<file path="src/rtl/arb_pkg.sv">
package arb_pkg;

    localparam int NM   = 4;             // masters
    localparam int IDW  = 4;             // master-number width
    localparam int LW   = 4;             // LFSR width
    localparam int CNTW = 5;             // slot counter width
    localparam int SELW = $clog2(NM);

    localparam logic [NM-1:0] DEF_GRANT = NM'(1);

    typedef enum logic [2:0] {
        ST_IDLE,
        ST_ARB,
        ST_POL,
        ST_MNUM,
        ST_XFER
    } arb_state_e;

    typedef enum logic [1:0] {
        POL_FIXED = 2'b00,
        POL_TOKEN = 2'b01,
        POL_RAND  = 2'b10,
        POL_RR    = 2'b11
    } pol_e;

    typedef struct packed {
        logic [NM-1:0]  onehot;
        logic [IDW-1:0] idx;
    } pick_t;

    function automatic logic [CNTW-1:0] slot_len(input logic [2:0] code);
        case (code[2:1])
            2'b01:   return CNTW'(4);
            2'b10:   return CNTW'(8);
            2'b11:   return CNTW'(16);
            default: return CNTW'(1);
        endcase
    endfunction

    function automatic logic [LW-1:0] rotl(input logic [LW-1:0] v, input int sh);
        logic [2*LW-1:0] d;
        d = {v, v} << sh;
        return d[2*LW-1:LW];
    endfunction

    function automatic logic [SELW-1:0] oh2idx(input logic [NM-1:0] v);
        logic [SELW-1:0] r;
        r = '0;
        for (int k = 0; k < NM; k++)
            if (v[k]) r = r | SELW'(k);
        return r;
    endfunction

endpackage

</file>
<file path="src/rtl/arb_lfsr.sv">
module arb_lfsr #(
    parameter int           W    = 4,
    parameter logic [W-1:0] TAPS = 4'b1100,
    parameter logic [W-1:0] SEED = 4'b0001
) (
    input  logic         clk,
    input  logic         rst_n,
    output logic [W-1:0] value
);
    always_ff @(posedge clk) begin
        if (!rst_n) value <= SEED;
        else        value <= {value[W-2:0], ^(value & TAPS)};
    end
endmodule

</file>
<file path="src/rtl/arb_ring.sv">
module arb_ring #(
    parameter int N = 4
) (
    input  logic         clk,
    input  logic         rst_n,
    output logic [N-1:0] token
);
    always_ff @(posedge clk) begin
        if (!rst_n) token <= N'(1);
        else        token <= {token[N-2:0], token[N-1]};
    end
endmodule

</file>
<file path="src/rtl/arb_pick.sv">
module arb_pick
    import arb_pkg::*;
(
    input  pol_e            pol,
    input  logic [NM-1:0]   req,
    input  logic [SELW-1:0] tok_idx,
    input  logic [LW-1:0]   rnd,
    input  logic [SELW-1:0] rr_last,
    output pick_t           pick
);
    logic [SELW-1:0] start;
    logic [SELW-1:0] circ_win;
    logic [SELW-1:0] rnd_win;
    logic            circ_hit;
    logic            rnd_hit;
    logic [LW-1:0]   best;
    logic [SELW-1:0] cand;
    logic [SELW-1:0] win;

    always_comb begin
        case (pol)
            POL_TOKEN: start = tok_idx;
            POL_RR:    start = rr_last + SELW'(1);
            default:   start = '0;
        endcase
    end

    // first requester at or after start, wrapping
    always_comb begin
        circ_hit = 1'b0;
        circ_win = '0;
        cand     = '0;
        for (int k = 0; k < NM; k++) begin
            cand = start + SELW'(k);
            if (!circ_hit && req[cand]) begin
                circ_hit = 1'b1;
                circ_win = cand;
            end
        end
    end

    // largest rotated LFSR value, strict compare keeps lowest index on ties
    always_comb begin
        rnd_hit = 1'b0;
        rnd_win = '0;
        best    = '0;
        for (int i = 0; i < NM; i++) begin
            if (req[i] && (!rnd_hit || rotl(rnd, i) > best)) begin
                rnd_hit = 1'b1;
                rnd_win = SELW'(i);
                best    = rotl(rnd, i);
            end
        end
    end

    always_comb begin
        if (pol == POL_RAND) win = rnd_hit  ? rnd_win  : '0;
        else                 win = circ_hit ? circ_win : '0;
        pick.onehot = NM'(1) << win;
        pick.idx    = IDW'(win);
    end
endmodule

</file>
<file path="src/rtl/modal_bus_arbiter.sv">
module modal_bus_arbiter
    import arb_pkg::*;
(
    input  logic        clk,
    input  logic        rst_n,
    input  logic [3:0]  bus_req,
    input  logic [1:0]  mode,
    input  logic [2:0]  burst,
    input  logic        xfer_done,
    output logic [3:0]  grant,
    output logic [3:0]  master_id
);
    arb_state_e      state_q;
    pol_e            pol_q;
    logic [NM-1:0]   grant_q;
    logic [IDW-1:0]  id_q;
    logic [CNTW-1:0] cnt_q;
    logic [CNTW-1:0] slot_q;
    logic [SELW-1:0] rr_last_q;
    logic [NM-1:0]   token;
    logic [LW-1:0]   rnd;
    pick_t           pick;
    logic            xfer_end;

    arb_ring #(.N(NM)) u_ring (
        .clk   (clk),
        .rst_n (rst_n),
        .token (token)
    );

    arb_lfsr #(.W(LW), .TAPS(4'b1100), .SEED(4'b0001)) u_lfsr (
        .clk   (clk),
        .rst_n (rst_n),
        .value (rnd)
    );

    arb_pick u_pick (
        .pol     (pol_q),
        .req     (bus_req),
        .tok_idx (oh2idx(token)),
        .rnd     (rnd),
        .rr_last (rr_last_q),
        .pick    (pick)
    );

    assign xfer_end = xfer_done
                   || ((bus_req & grant_q) == '0)
                   || (pol_q == POL_RR && cnt_q == slot_q - CNTW'(1));

    always_ff @(posedge clk) begin
        if (!rst_n) begin
            state_q   <= ST_IDLE;
            pol_q     <= POL_FIXED;
            grant_q   <= DEF_GRANT;
            id_q      <= '0;
            cnt_q     <= '0;
            slot_q    <= CNTW'(1);
            rr_last_q <= SELW'(NM - 1);
        end else begin
            case (state_q)
                ST_IDLE: begin
                    if (|bus_req) state_q <= ST_ARB;
                end
                ST_ARB: begin
                    pol_q   <= pol_e'(mode);
                    state_q <= ST_POL;
                end
                ST_POL: begin
                    grant_q <= pick.onehot;
                    id_q    <= pick.idx;
                    slot_q  <= slot_len(burst);
                    if (pol_q == POL_RR) rr_last_q <= pick.idx[SELW-1:0];
                    state_q <= ST_MNUM;
                end
                ST_MNUM: begin
                    cnt_q   <= '0;
                    state_q <= ST_XFER;
                end
                ST_XFER: begin
                    cnt_q <= cnt_q + CNTW'(1);
                    if (xfer_end) begin
                        grant_q <= DEF_GRANT;
                        id_q    <= '0;
                        state_q <= ST_IDLE;
                    end
                end
                default: state_q <= ST_IDLE;
            endcase
        end
    end

    assign grant     = grant_q;
    assign master_id = id_q;
endmodule

</file>
<file path="config.mk">
export PLATFORM = sky130hd
export DESIGN_NAME = modal_bus_arbiter
export DESIGN_NICKNAME = d
export VERILOG_FILES = /design/src/rtl/arb_pkg.sv /design/src/rtl/arb_lfsr.sv /design/src/rtl/arb_ring.sv /design/src/rtl/arb_pick.sv /design/src/rtl/modal_bus_arbiter.sv
export SDC_FILE = /design/constraint.sdc
export NUM_CORES = 1
export LEC_CHECK = 0
export ABC_AREA = 0
export BUFFER_PORTS_ARGS = -buffer_cell sky130_fd_sc_hd__buf_4
export CAP_MARGIN = 20
export CORE_MARGIN = 4
export CORE_UTILIZATION = 64
export DETAILED_ROUTE_END_ITERATION = 8
export PLACE_DENSITY = 0.85
export SYNTH_ARGS = -nofsm -noshare
export SYNTH_HDL_FRONTEND = slang
export SYNTH_HIERARCHICAL = 1
export SYNTH_SLANG_ARGS = --single-unit
</file>
<file path="constraint.sdc">
create_clock -name clk -period 10.3 [get_ports clk]
set_input_delay 1.03 -clock clk [delete_from_list [all_inputs] [get_ports clk]]
set_output_delay 1.03 -clock clk [all_outputs]
set_load 0.01 [all_outputs]
</file>
==> qor.log <==
INFO  synthesis      postSynth.asyncResetShare=0%
INFO  layout         num-fill-cells=276
INFO  sta            final.min_clock_period=5.23ns
INFO  power          ir_worst_vdd=0.0862mV
INFO  grt            first_global_vias=1,633
INFO  cts            cts_repair_resized_insts=0
INFO  drt            top_signal_layer_used=met4
INFO  die            num_rows=20
INFO  critical_path  worstSetupPathType=in2reg
INFO  status         outcome=complete, no violations
INFO  place          post-dp-hpwl=3120um
INFO  drt            drt_pre_antenna_iters=4
INFO  layout         most-common-layout-cells=sky130_fd_sc_hd__dfxtp_1 (32), sky130_fd_sc_hd__nand2_1 (28), sky130_fd_sc_hd__a21oi_1 (18), sky130_fd_sc_hd__buf_4 (18), sky130_fd_sc_hd__inv_1 (15)
INFO  cts            post_cts_hold_buffer_count=0
INFO  cts            ctsLongestPathBuffers=2
INFO  layout         post_route_cells_drive_above_1_share=20.3%
INFO  cts            cts_made_buffers=5
INFO  sta            worst_slew_pin_slew=0.533ns
INFO  synthesis      synth.yosys.seq_area_share=30.4%
INFO  sta            setup_total_negative_slack=0ns
INFO  sta            setup_repair_after_global_routing_missed_its_margin=false
INFO  cts            post_cts.repair.setup_buffers=0
INFO  cts            h_tree_levels=2
INFO  synthesis      netlist_top_cells_area=sky130_fd_sc_hd__dfxtp_1 (30%), sky130_fd_sc_hd__ha_1 (8.3%), sky130_fd_sc_hd__nand2_1 (5.0%), sky130_fd_sc_hd__a21oi_1 (4.3%), sky130_fd_sc_hd__a32o_2 (3.7%)
INFO  synthesis      post_synth_num_cell_types=59
INFO  run            timing.max_cap.violations=0
INFO  layout         area_growth=8.32%
INFO  cts            clkSlewWorstSetupHoldPaths=0.09ns
INFO  drt            met1Wirelength=2100um
INFO  sta            timing.max_slew.rel_slack=64.4%
INFO  critical_path  critPathSlowestCell=sky130_fd_sc_hd__a311oi_4
INFO  drt            initialDrtViolationCount=132
INFO  place          place_congestion=0.810
INFO  grt            groute.usage.overall=21.6%
INFO  die            die_w=65.3um
INFO  critical_path  worstPathMaxFanout=10
INFO  synthesis      yosysWarningCount=6
INFO  die            initial_core_util=67.8%
INFO  synthesis      netlist_area=0.00210mm^2
INFO  synthesis      synth_cells=245
INFO  cts            clock_latency=0.34ns
INFO  critical_path  worstSetupEndpointType=register
INFO  place          io_port_bufs=18
INFO  grt            grt-ovfl-total=0
INFO  synthesis      yosys.area.top_type_share=30.4%
INFO  critical_path  crit_arrival=5.47ns
INFO  die            io_pins=20
INFO  sta            achievable-frequency=191MHz
INFO  drt            post_drt_wl_per_cell=13.7um
INFO  drt            met3_wirelength=249um
INFO  layout         ff_latch_area=641um^2
INFO  sta            final-hold-violation-count=0
INFO  die            coreArea=0.00310mm^2
INFO  sta            timing.final.max_slew_violations=0
INFO  die            floorplan.die_area=0.00427mm^2
INFO  critical_path  max_stage_delay=0.47ns
INFO  synthesis      yosys_register_bits=32
INFO  layout         area_occupied_by_multi_input_gates=0.00135mm^2
INFO  layout         finish.net_count=287
INFO  critical_path  critical_path.top_delay_family=compound AO/OA/AOI/OAI gates
INFO  cts            clock_tree_from_tritoncts=done
INFO  cts            clockRootBuffer=sky130_fd_sc_hd__clkbuf_4
INFO  cts            clock_sink_count=32
INFO  worst_hold_path min-delay-path-class=reg2reg
INFO  sta            finalCritPeriodShare=50.8%
INFO  grt            number_of_antenna_violations_at_the_first_check_in_global_routing=0
INFO  drt            drt-vias-per-instance=5.85
INFO  power          p_per_area=122mW/mm^2
INFO  grt            grt_pass1_wl=7270um
INFO  drt            via_count=1,784
INFO  synthesis      post_synth_edffs=0
INFO  critical_path  worst_setup_path_start_kind=input port
INFO  sta            worst_clock_skew=0.0113ns
INFO  synthesis      synth.avg_cell_area=8.59um^2
INFO  power          static-leakage-power=0.950nW
INFO  drt            met2_routed_length=1750um
INFO  drt            wirelength=4160um
INFO  critical_path  data_required_time_of_the_critical_path=10.54ns
INFO  synthesis      netlist.top_cell.by_area=sky130_fd_sc_hd__dfxtp_1
INFO  layout         final_core_util=73.5%
INFO  drt            postRouteAntennaNets=0
INFO  critical_path  path_common_cell=sky130_fd_sc_hd__ha_1
INFO  sta            setup-violations-final=0
INFO  layout         layout_commonest_cell=sky130_fd_sc_hd__dfxtp_1
INFO  critical_path  cp_cell_sequence=buf_4 > nand2_1 > ha_1 > nand2_1 > o21bai_1 > a21oi_2 > mux2_2 > ha_1 > nor2b_1 > o21bai_4 > a311oi_4 > mux2_2 > ha_1 > nor2b_1 > o211ai_1 > a21oi_1 > a211oi_1 > o21ai_1 > and2_1 > a32o_2
INFO  drt            drc_errors=0
INFO  synthesis      synth-main-ff-cell=sky130_fd_sc_hd__dfxtp_1
INFO  layout         num_antenna_cells=0
INFO  die            die_extent_in_y=65.3um
INFO  grt            grt_start_max_net_pins=27
INFO  critical_path  cp.buffers_inverters=1
-- through the flow --
stage	hold WS (ns)	power, mW	setup WS (ns)	cells	cell area [um^2]
final	0.439	0.278	5.07	305	2280
after global routing	0.485	0.295	4.72	305	2280
after CTS	0.446	0.280	5.11	305	2280
after detailed placement	0.424	0.214	4.74	298	2230
after global placement	0.418	0.212	4.79	298	2230
after floorplan	0.412	0.197	5.23	246	2110
-- where the power goes --
group          switching (mW)  internal [mW]
Sequential            0.00897          0.130
Clock                  0.0408         0.0251
Combinational          0.0398         0.0333
Total                  0.0896          0.188
-- per-layer routing --
layer	up-vias	global-route usage, %
met3	7	4.62
met1	808	29.9
met4	0	9.33
li1	914	-
met2	55	32.1
met5	-	0
-- cells in the mapped netlist (all sizes together), types with 2 or more instances --
cell type	instances
nand4	3
and2	10
nor2b	5
xor2	2
a31oi	2
a221oi	2
a21o	2
o31ai	2
nand3b	3
or2	2
nand2	28
xnor2	6
a211oi	6
o21ai	11
nor3	5
a21boi	7
ha	14
dfxtp	32
clkbuf	5
mux2	4
or3b	2
a32o	7
inv	15
nor3b	3
o21bai	2
a22oi	2
nand2b	5
a21oi	20
buf	5
and3	5
nand3	6
o22ai	2
nor2	11
-- path summary, 6_finish.rpt --
path / startpoint / to / slack [ns] / cells past startpoint
max: bus_req[0] / grant[3]$_SDFFE_PN0P_ / 5.07 / 20
min: u_ring/token[0]$_SDFF_PN1_ / u_ring/token[1]$_SDFF_PN0_ / 0.44 / 1
max reg2reg: u_lfsr/value[3]$_SDFF_PN0_ / grant[3]$_SDFFE_PN0P_ / 5.42 / 19
min reg2reg: u_ring/token[0]$_SDFF_PN1_ / u_ring/token[1]$_SDFF_PN0_ / 0.44 / 1
-- cell families (layout without fill, tap and decap cells) --
kind of cell,after synthesis,in the layout,share of synthesized area [%]
and+or+nand+nor,89,89,23.5
AOI/OAI and AO/OA,71,71,25.9
DFF,32,32,30.4
buffers and inverters,25,40,5.77
adders and majority gates,14,14,8.32
xor gates and xnor gates,8,8,3.33
muxes,5,5,2.62
other,1,2,0.178
-- sequential cells by signal, summed over array words and instances, names as in the netlist --
register,count
grant,4
state_q,3
master_id,4
slot_q,4
cnt_q,5
rr_last_q,2
u_ring/token,4
u_lfsr/value,4
pol_q,2
-- area by class of cell --
type	count	area share [%]
Multi-Input combinational cell	189	59.1
Sequential cell	32	28.1
Timing Repair Buffer	18	5.93
Inverter	15	2.47
Tap cell	44	2.41
Clock buffer	6	1.81
Clock inverter	1	0.220
(Power assumes the default switching activity.)
